$ cat config.mk
export PLATFORM = sky130hd
export DESIGN_NAME = dmatch_timer
export DESIGN_NICKNAME = d
export VERILOG_FILES = /design/src/rtl/dmt_pkg.sv /design/src/rtl/dmt_tick_sel.sv /design/src/rtl/dmt_match_cmp.sv /design/src/rtl/dmt_count_ctl.sv /design/src/rtl/dmatch_timer.sv
export SDC_FILE = /design/constraint.sdc
export NUM_CORES = 1
export LEC_CHECK = 0
export CAP_MARGIN = 20
export CORE_ASPECT_RATIO = 1.25
export CORE_MARGIN = 10
export CORE_UTILIZATION = 26
export CTS_CLUSTER_DIAMETER = 120
export DETAILED_ROUTE_END_ITERATION = 16
export GPL_TIMING_DRIVEN = 0
export PLACE_DENSITY = 0.42
export SYNTH_ARGS = -nofsm -noshare
export SYNTH_HDL_FRONTEND = slang
export SYNTH_SLANG_ARGS = --single-unit
$ cat constraint.sdc
create_clock -name clk -period 3.3 [get_ports clk]
set_clock_uncertainty 0.05 [all_clocks]
set_input_delay 0.66 -clock clk [delete_from_list [all_inputs] [get_ports clk]]
set_output_delay 0.66 -clock clk [all_outputs]
set_load 0.1 [all_outputs]
$ cat src/rtl/dmt_pkg.sv
// Shared definitions for the dual-match timer channel.
// Assumes: exactly two match registers per channel.
package dmt_pkg;
    localparam int NUM_MATCH = 2;

    // Action applied to the count register on the next edge.
    typedef enum logic [1:0] {
        CNT_HOLD   = 2'd0,
        CNT_RELOAD = 2'd1,
        CNT_LOAD   = 2'd2,
        CNT_STEP   = 2'd3
    } cnt_op_e;
endpackage

$ cat src/rtl/dmt_tick_sel.sv
// Picks the tick strobe that advances the count.
// Assumes: both strobes are synchronous to clk, one cycle wide per tick.
module dmt_tick_sel (
    input  logic use_ext_i,
    input  logic tick_ext_i,
    input  logic tick_bus_i,
    output logic tick_o
);
    // Select fixed-rate strobe or bus strobe.
    always_comb tick_o = use_ext_i ? tick_ext_i : tick_bus_i;
endmodule

$ cat src/rtl/dmt_match_cmp.sv
// Clamps each match value against the reload value and flags whether the
// count value about to be entered is an event point.
// Assumes: target_i is the value the count would take after one step.
module dmt_match_cmp #(
    parameter int W = 16,
    parameter int N = 2
) (
    input  logic [N-1:0][W-1:0] match_i,
    input  logic [W-1:0]        reload_i,
    input  logic [W-1:0]        target_i,
    input  logic                ovf_en_i,
    output logic                hit_o
);
    logic [N-1:0]        hit_vec;
    logic [N-1:0][W-1:0] eff;

    for (genvar g = 0; g < N; g++) begin : g_match
        // Matches at or beyond the reload point collapse onto zero.
        always_comb eff[g] = (match_i[g] >= reload_i) ? '0 : match_i[g];
        // Compare the clamped match with the next count.
        always_comb hit_vec[g] = (target_i == eff[g]);
    end

    // Any match hit or a permitted zero arrival is one event.
    always_comb hit_o = (|hit_vec) || (ovf_en_i && (target_i == '0));
endmodule

$ cat src/rtl/dmt_count_ctl.sv
// Holds the down-count and decides on each edge whether to hold, reload,
// take written data or step. Flags a step that lands on an event point.
// Assumes: match_hit_i is evaluated against next_o.
module dmt_count_ctl
    import dmt_pkg::*;
#(
    parameter int W = 16
) (
    input  logic         clk,
    input  logic         rst_n,
    input  logic         enable_i,
    input  logic         tick_i,
    input  logic         wr_count_i,
    input  logic         reload_start_i,
    input  logic [W-1:0] wr_data_i,
    input  logic [W-1:0] reload_i,
    input  logic         match_hit_i,
    output logic [W-1:0] cnt_o,
    output logic [W-1:0] next_o,
    output logic         running_o,
    output logic         step_event_o
);
    cnt_op_e op;

    // Enable seen on the previous edge; marks a running channel.
    always_ff @(posedge clk) begin
        if (!rst_n) running_o <= 1'b0;
        else        running_o <= enable_i;
    end

    // Priority: start, count write, reload-start, tick.
    always_comb begin
        if (!enable_i)            op = CNT_HOLD;
        else if (!running_o)      op = CNT_RELOAD;
        else if (wr_count_i)      op = CNT_LOAD;
        else if (reload_start_i)  op = CNT_LOAD;
        else if (!tick_i)         op = CNT_HOLD;
        else if (cnt_o == '0)     op = CNT_RELOAD;
        else                      op = CNT_STEP;
    end

    // Value one step down from the current count.
    always_comb next_o = cnt_o - W'(1);

    // Only a genuine step onto an event point counts.
    always_comb step_event_o = (op == CNT_STEP) && match_hit_i;

    // Count register update.
    always_ff @(posedge clk) begin
        if (!rst_n) cnt_o <= '0;
        else begin
            unique case (op)
                CNT_RELOAD: cnt_o <= reload_i;
                CNT_LOAD:   cnt_o <= wr_data_i;
                CNT_STEP:   cnt_o <= next_o;
                default:    cnt_o <= cnt_o;
            endcase
        end
    end
endmodule

$ cat src/rtl/dmatch_timer.sv
// One down-counting timer channel with two unordered match points.
// Holds the reload and match registers, drives the toggling interrupt
// line and the one-cycle event pulse for the shared status register.
// Assumes: write strobes are one cycle wide and share wr_data.
module dmatch_timer
    import dmt_pkg::*;
#(
    parameter int CNT_W = 16
) (
    input  logic             clk,
    input  logic             rst_n,
    input  logic             enable,
    input  logic             use_ext_tick,
    input  logic             ovf_irq_en,
    input  logic             tick_ext,
    input  logic             tick_bus,
    input  logic             wr_count,
    input  logic             wr_reload,
    input  logic             wr_match_a,
    input  logic             wr_match_b,
    input  logic [CNT_W-1:0] wr_data,
    output logic [CNT_W-1:0] count_q,
    output logic             irq_level,
    output logic             event_pulse
);
    logic [CNT_W-1:0]                reload_q;
    logic [NUM_MATCH-1:0][CNT_W-1:0] match_q;
    logic [NUM_MATCH-1:0]            match_wr;
    logic [CNT_W-1:0]                cnt_w;
    logic [CNT_W-1:0]                next_w;
    logic                            tick_w;
    logic                            hit_w;
    logic                            running_w;
    logic                            step_event_w;
    logic                            reload_start_w;

    always_comb match_wr = {wr_match_b, wr_match_a};

    // Reload register.
    always_ff @(posedge clk) begin
        if (!rst_n)         reload_q <= '0;
        else if (wr_reload) reload_q <= wr_data;
    end

    for (genvar g = 0; g < NUM_MATCH; g++) begin : g_mreg
        // Match register g.
        always_ff @(posedge clk) begin
            if (!rst_n)           match_q[g] <= '0;
            else if (match_wr[g]) match_q[g] <= wr_data;
        end
    end

    // A first nonzero reload over zero restarts the count.
    always_comb reload_start_w = wr_reload && (reload_q == '0) && (wr_data != '0);

    dmt_tick_sel u_tick (
        .use_ext_i  (use_ext_tick),
        .tick_ext_i (tick_ext),
        .tick_bus_i (tick_bus),
        .tick_o     (tick_w)
    );

    dmt_match_cmp #(.W(CNT_W), .N(NUM_MATCH)) u_cmp (
        .match_i  (match_q),
        .reload_i (reload_q),
        .target_i (next_w),
        .ovf_en_i (ovf_irq_en),
        .hit_o    (hit_w)
    );

    dmt_count_ctl #(.W(CNT_W)) u_ctl (
        .clk            (clk),
        .rst_n          (rst_n),
        .enable_i       (enable),
        .tick_i         (tick_w),
        .wr_count_i     (wr_count),
        .reload_start_i (reload_start_w),
        .wr_data_i      (wr_data),
        .reload_i       (reload_q),
        .match_hit_i    (hit_w),
        .cnt_o          (cnt_w),
        .next_o         (next_w),
        .running_o      (running_w),
        .step_event_o   (step_event_w)
    );

    // Interrupt level inverts and the status pulse fires on every event.
    always_ff @(posedge clk) begin
        if (!rst_n) begin
            irq_level   <= 1'b0;
            event_pulse <= 1'b0;
        end else begin
            irq_level   <= irq_level ^ step_event_w;
            event_pulse <= step_event_w;
        end
    end

    // Visible count: live only once running, reload value otherwise.
    always_comb count_q = (enable && running_w) ? cnt_w : reload_q;
endmodule

==> results of run 1 <==
-- kinds of logic after synthesis --
logic type	synth area share [%]
AOI/OAI and AO/OA	16.1
xor gates and xnor gates	8.07
buffers and inverters	5.55
adders and majority gates	8.24
muxes	12.9
DFF	26.0
and+or+nand+nor	23.1
-- through the flow --
stage | cells | setup WS (ps) | TNS, ps | area, µm² | hold slack, ps
2_1_floorplan | 609 | -450 | -1800 | 5160 | 425
6_report | 941 | 4.02 | 0 | 6590 | 483
5_1_grt | 941 | -103 | -103 | 6590 | 530
3_3_place_gp | 915 | -947 | -25810 | 5900 | 452
3_5_place_dp | 915 | -899 | -24030 | 5900 | 474
4_1_cts | 940 | 0.0948 | 0 | 6520 | 490
-- critical path, stage by stage (launching register included) --
cell,delay (ps)
dfxtp_2,370
inv_1,80
ha_1,300
and4_4,260
nand4_4,140
or4_4,490
and3_4,220
buf_12,150
o21a_1,130
o2bb2a_4,200
and4_4,190
or4_1,500
a21oi_1,140
-- how the worst max path moves through the flow --
stage          cells after the start              endpoint
6_report                          12  irq_level$_SDFF_PN0_
5_1_grt                           12  irq_level$_SDFF_PN0_
4_1_cts                           12  irq_level$_SDFF_PN0_
3_5_place_dp                      10  irq_level$_SDFF_PN0_
3_3_place_gp                      10  irq_level$_SDFF_PN0_
2_1_floorplan                      3            count_q[0]
-- layout make-up --
cell class                 count  area, µm²
buffer                        38        196
tap                          265        332
inverter                      28        109
sequential                    67       1370
clock inverter                 6        111
timing repair buffer          51        494
clock buffer                  10        239
multi-input combinational    476       3740
fill                        2056      12900
-- layout by cell type (no fill, tap or decap), drive strengths merged, types with 3 or more instances in the layout --
cell,instances
nor2,99
dfxtp,67
mux2i,52
ha,34
a21oi,32
clkbuf,32
a211oi,31
inv,27
buf,27
nand2,22
xor2,16
clkdlybuf4s50,15
clkdlybuf4s15,15
xnor2,15
o21ai,15
nor3,14
mux2,13
nand4,13
nor4,12
or2,8
dlygate4sd2,8
nand3,7
nor4b,6
or4,6
o211ai,5
nand2b,5
a32oi,5
a31oi,5
nor3b,5
xnor3,4
o22ai,4
and4,4
bufinv,3
or3b,3
-- layer usage --
layer	share of wire (%)	GRT usage [%]	up-vias	routed length (µm)
met5	0	0	-	0
met4	5.2	9.31	0	1140
met3	3.8	2.73	48	827
met2	47	28.0	144	10300
met1	44	20.3	2410	9640
li1	-	-	2351	-
-- state kept, by name (all words and copies together) (netlist names) --
register,cells
match_q,32
reload_q,16
u_ctl.cnt_o,16
event_pulse,1
irq_level,1
u_ctl.running_o,1
-- timing repair --
action                     4_1_cts  5_1_grt
pin swaps                        8        4
gates resized for setup        107       19
setup buffers                    9        1
setup endpoints to repair       34       17
-- power by group through the flow --
stage | Combinational (W) | Clock [W] | Sequential (W)
finish | 0.00109 | 0.00116 | 0.000936
global route | 0.00117 | 0.00121 | 0.000942
CTS | 0.00106 | 0.00118 | 0.000934
detailed placement | 0.000979 | 0 | 0.000951
global placement | 0.000974 | 0 | 0.000950
floorplan | 0.000689 | 0 | 0.000916
==> results.md, run 1 <==
* Largest net degree at the start of global routing at 13
* CTS Root Cell: clkbuf_16
* Initial Util at a little over a quarter
* Max Root-Sink Buffers at 2
* Seq pwr share at between 20% and 30%
* Total net switching power at 0.00115 W
* Hold Path Class: register to register
* Nets at between 700 and 800
* Post-DRT Antenna Nets at 0
* Per-cell routed wire length at about 23 µm
* FP Rows at 57
* Worst vdd ir at roughly 0.21 mV
* Clock share of power at 36.5%
* Cell Area, Synth at 5160 µm²
* Cell taking the most area after synthesis: dfxtp_1
* Hold EP: irq_level$_SDFF_PN0_
* Ratio of cells with drive above 1 in the final layout at 19.7%
* Hpwl dp at between 15 and 20 mm
* Worst r2r src: reload_q[14]$_SDFFE_PN0P_
* Cell Int Power at ~0.0020 W
* CTS Sinks at 67
* Core area at 19500 µm²
* Die Span Y at about 180 µm
* Hold Violations, Final at 0
* Kind of critical path: register to register
* Comb power frac at between 30% and 40%
* Leakage at 2.64 nW
* Wirelength, routed at 21.9 mm
* # IOs at 45
* Slew headroom at 23.4%
* DR pass1 iterations at 5
* Worst Hold Launch: irq_level$_SDFF_PN0_
* First-pass GRT wire length at 32.8 mm
* Pwr/cell area at approximately 480 nW/µm²
* Final min period at 3300 ps
* # H-tree levels at 3
* Mean Syn Cell Area at between 8 and 9 µm²
* Count leader, synth: nor2_1
* Final GP Congestion at approximately 0.91
* Final setup violation count at 0
* Switching share of power at a little over a third
* Main synth FF type: dfxtp_1
* Tightest Pin Transition at 1150 ps
* CTS tree: built
* Critical Path AT at 3520 ps
* Setup crit start: reload_q[14]$_SDFFE_PN0P_
* IO Port Bufs at between 40 and 50
* Capture point of the worst reg-to-reg path: irq_level$_SDFF_PN0_
* Worst Path Required at roughly 3500 ps
* Clk Latency, worst-skew pair at around 340 ps
* Mapped Cells at between 600 and 700
* Worst setup EP type: register
* DR vias/cell at between 5 and 6
* Num CTS Buffers at 9
* R2R cell count at 12
* Register area share after synthesis at 26.0%
* Final period utilization at 99.9%
* Crit start category: register
* Vias in the first global route at approximately 5000
* Die ar. at roughly 26000 µm²
* Hold Buf Count CTS at 0
* Worst-path fanout max at 10
* Synth cell count leaders: 98 x nor2_1, 67 x dfxtp_1, 52 x mux2i_1
* Via count at between 4000 and 5000
* Outcome: completed
* GR Util All Layers at approximately 17%
* Syn-to-layout area delta at 27.7%
* Max-slew violations at 0
* Flop-to-flop setup slack at slightly above 4 ps
* Die Wd at between 100 and 150 µm
* Clock-pin slew on the worst setup and hold paths at approximately 60 ps
* Remaining DRCs at 0
* Max_cap viols at 0
* Top post-synthesis cells by area: dfxtp_1 26%, mux2i_1 10%, ha_1 8.2%, nor2_1 7.1%, a211oi_1 4.5%
* Synth Register Bits at 67
* Ys Warns at 0
* Yosys top cell area share at between 20 and 30%
* Post-synth EDFFs at 0
* Syn Nets at between 600 and 700
* RSZ-0062 raised after global routing: yes
* Iteration-0 DRC count of the detailed router at 369
* Synth unique cells at 74
* GRT Residual Overflow at 0
* FFs w/ async S/R, synth at 0%
* Worst hold path cell count at 3
* Core Util, Final at approximately a third
* Power Total at roughly 0.0032 W
* Antenna violations before repair at 0
* Max frequency at 303 MHz
* N_diodes at 0
(Power assumes the default switching activity.)
==> run 2, diff against run 1 <==
CORE_UTILIZATION = 45   (was 26)
PLACE_DENSITY = 0.65   (was 0.42)
==> run 2 against run 1 <==
Compared with the run above: the flow now finishes with violations (negative setup slack); critical path type unchanged; flip-flop and latch count unchanged; utilization up 24 points; worst hold slack worse by 1.2 ps; largest cell class unchanged; sequential share of layout area up 0.60 points; clock-buffer cell count up 1; fmax down 0.39%; final area down 2.4%; highest routed layer unchanged; non-clock buffer count up 2; via count up 2.7%; worst setup slack worse by 13 ps; clock power down 14%; total power down 5.8%.
==> results.md, run 2 (same netlist as run 1, synthesis figures left out) <==
* Initial Util at approximately 46%
* N_diodes at 0
* Placed cells at 785
* Core Util, Final at between 50% and 60%
* Die ar. at between 15000 and 20000 µm²
* FP Rows at 43
* Worst hold path cell count at 2
* Largest reg by FF count: match_q
* Crit start category: register
* CTS Root Cell: clkbuf_16
* Worst vdd ir at 0.335 mV
* Final setup violation count at 1
* Critical Path AT at roughly 3500 ps
* Commonest non-fill, non-tap cells in the layout: 98 x nor2_1, 55 x dfxtp_1, 52 x mux2i_1
* IO Port Bufs at 41
* GRT Residual Overflow at 0
* Largest regs: match_q x32, reload_q x16, u_ctl.cnt_o x16
* Finished Layout Cells at 813
* Tightest Pin Transition at 1040 ps
* Syn-to-layout area delta at 24.7%
* Hold EP: reload_q[13]$_SDFFE_PN0P_
* Hold Path Class: register to register
* Kind of critical path: register to register
* Iteration-0 DRC count of the detailed router at roughly 370
* Final setup TNS at -8.79 ps
* Max frequency at just over 300 MHz
* Final period utilization at 100%
* Clk Latency, worst-skew pair at about 340 ps
* Worst Hold Launch: reload_q[13]$_SDFFE_PN0P_
* RSZ-0062 raised after global routing: yes
* Per-cell routed wire length at 24.0 µm
* Multi-input logic area at 3790 µm²
* # H-tree levels at 3
* Setup WS post-layout at -8.79 ps
* Max Root-Sink Buffers at 2
* Worst-path fanout max at 10
* Outcome: finished with violations
* Die Span Y at around 140 µm
* Met3 Usage GRT at under 10%
* GR Util All Layers at between 20% and 30%
* Worst r2r src: match_q[25]$_SDFFE_PN0P_
* Leakage at ~2.6 nW
* Antenna violations before repair at 0
* Die Wd at ~120 µm
* Clock-pin slew on the worst setup and hold paths at ~60 ps
* Nets at approximately 730
* CTS tree: built
* Slew headroom at 30.8%
* Worst Path Required at ~3500 ps
* Num CTS Buffers at 9
* Largest net degree at the start of global routing at 13
* Ratio of cells with drive above 1 in the final layout at about a fifth
* Post-DRT Antenna Nets at 0
* Max-slew violations at 0
* Vias in the first global route at ~4900
* Hold Violations, Final at 0
* Core area at ~11000 µm²
* Final GP Congestion at about 0.94
* Met1 usage at between 30% and 40%
* Global route hottest layer: met2
* Global-route met2 utilization at 35.9%
* Max_cap viols at 0
* R2R cell count at 11
* DR vias/cell at around 6.3
* Fill cells at about 1100
* CTS Sinks at 67
* Register Area at ~1400 µm²
* Final min period at 3310 ps
* Capture point of the worst reg-to-reg path: irq_level$_SDFF_PN0_
* Wirelength, routed at slightly below 20 mm
* Hpwl dp at ~15 mm
* Via count at between 5000 and 6000
* Pwr/cell area at 467 nW/µm²
* # IOs at 45
* DR pass1 iterations at 5
* First-pass GRT wire length at slightly below 30 mm
* Remaining DRCs at 0
* Flop-to-flop setup slack at -9 ps
* Worst setup EP type: register
* Most common cell after layout, fill and taps aside: nor2_1
* Largest register FFs at 32
* Violated checks: negative setup slack
* Hold Buf Count CTS at 0
run 2: metal layers:
metal / vias to the layer above / wire length [µm]
li1: 2357 / -
met1: 2422 / 8020
met2: 253 / 8770
met3: 53 / 1550
met4: 0 / 1150
met5: - / 0
run 2: worst max-delay path by stage:
| stage | slack (ps) | start | cells past startpoint | to |
|---|---|---|---|---|
| floorplan | -450 | enable | 3 | count_q[0] |
| global placement | -730 | wr_data[9] | 10 | irq_level$_SDFF_PN0_ |
| detailed placement | -730 | wr_data[9] | 10 | irq_level$_SDFF_PN0_ |
| CTS | 4 | enable | 5 | count_q[0] |
| global route | -100 | reload_q[1]$_SDFFE_PN0P_ | 13 | irq_level$_SDFF_PN0_ |
| finish | -9 | match_q[25]$_SDFFE_PN0P_ | 11 | irq_level$_SDFF_PN0_ |
run 2: critical path, stage by stage (launching register included):
cell,delay (ps)
dfxtp_1,470
ha_1,330
a21o_1,190
a221o_1,380
a21oi_4,240
and3_4,240
buf_8,150
o21ai_0,90
a22o_1,250
and4_4,180
or4_4,510
a21oi_2,140
run 2: power breakdown:
part,leakage (nW),switching [W],internal (W),total [W]
combinational,1.90,0.000657,0.000416,0.00107
sequential,0.559,0.0000725,0.000859,0.000931
clock,0.142,0.000391,0.000609,0.00100
run 2: per-stage QoR:
step                total power [W]  instance area (µm²)  hold WS [ps]  setup WS, ps
floorplan                   0.00161                 5160           425          -450
global placement            0.00189                 5740           468          -730
global route                0.00312                 6430           493          -100
CTS                         0.00296                 6240           489          3.74
detailed placement          0.00190                 5740           480          -729
finish                      0.00300                 6430           482         -8.79
run 2: timing repair:
| action | CTS | global route |
|---|---|---|
| setup endpoints to repair | 34 | 21 |
| gates resized for setup | 84 | 43 |
| buffers inserted | 5 | 7 |
| pin swaps | 4 | 8 |
run 2: layout make-up:
cell class                      count  area share [%]
Inverter                           28            1.69
Multi-Input combinational cell    476            59.0
Sequential cell                    67            21.3
Clock buffer                       11            3.77
Tap cell                          135            2.62
Timing Repair Buffer               53            7.74
Buffer                             38            2.94
Clock inverter                      5           0.972
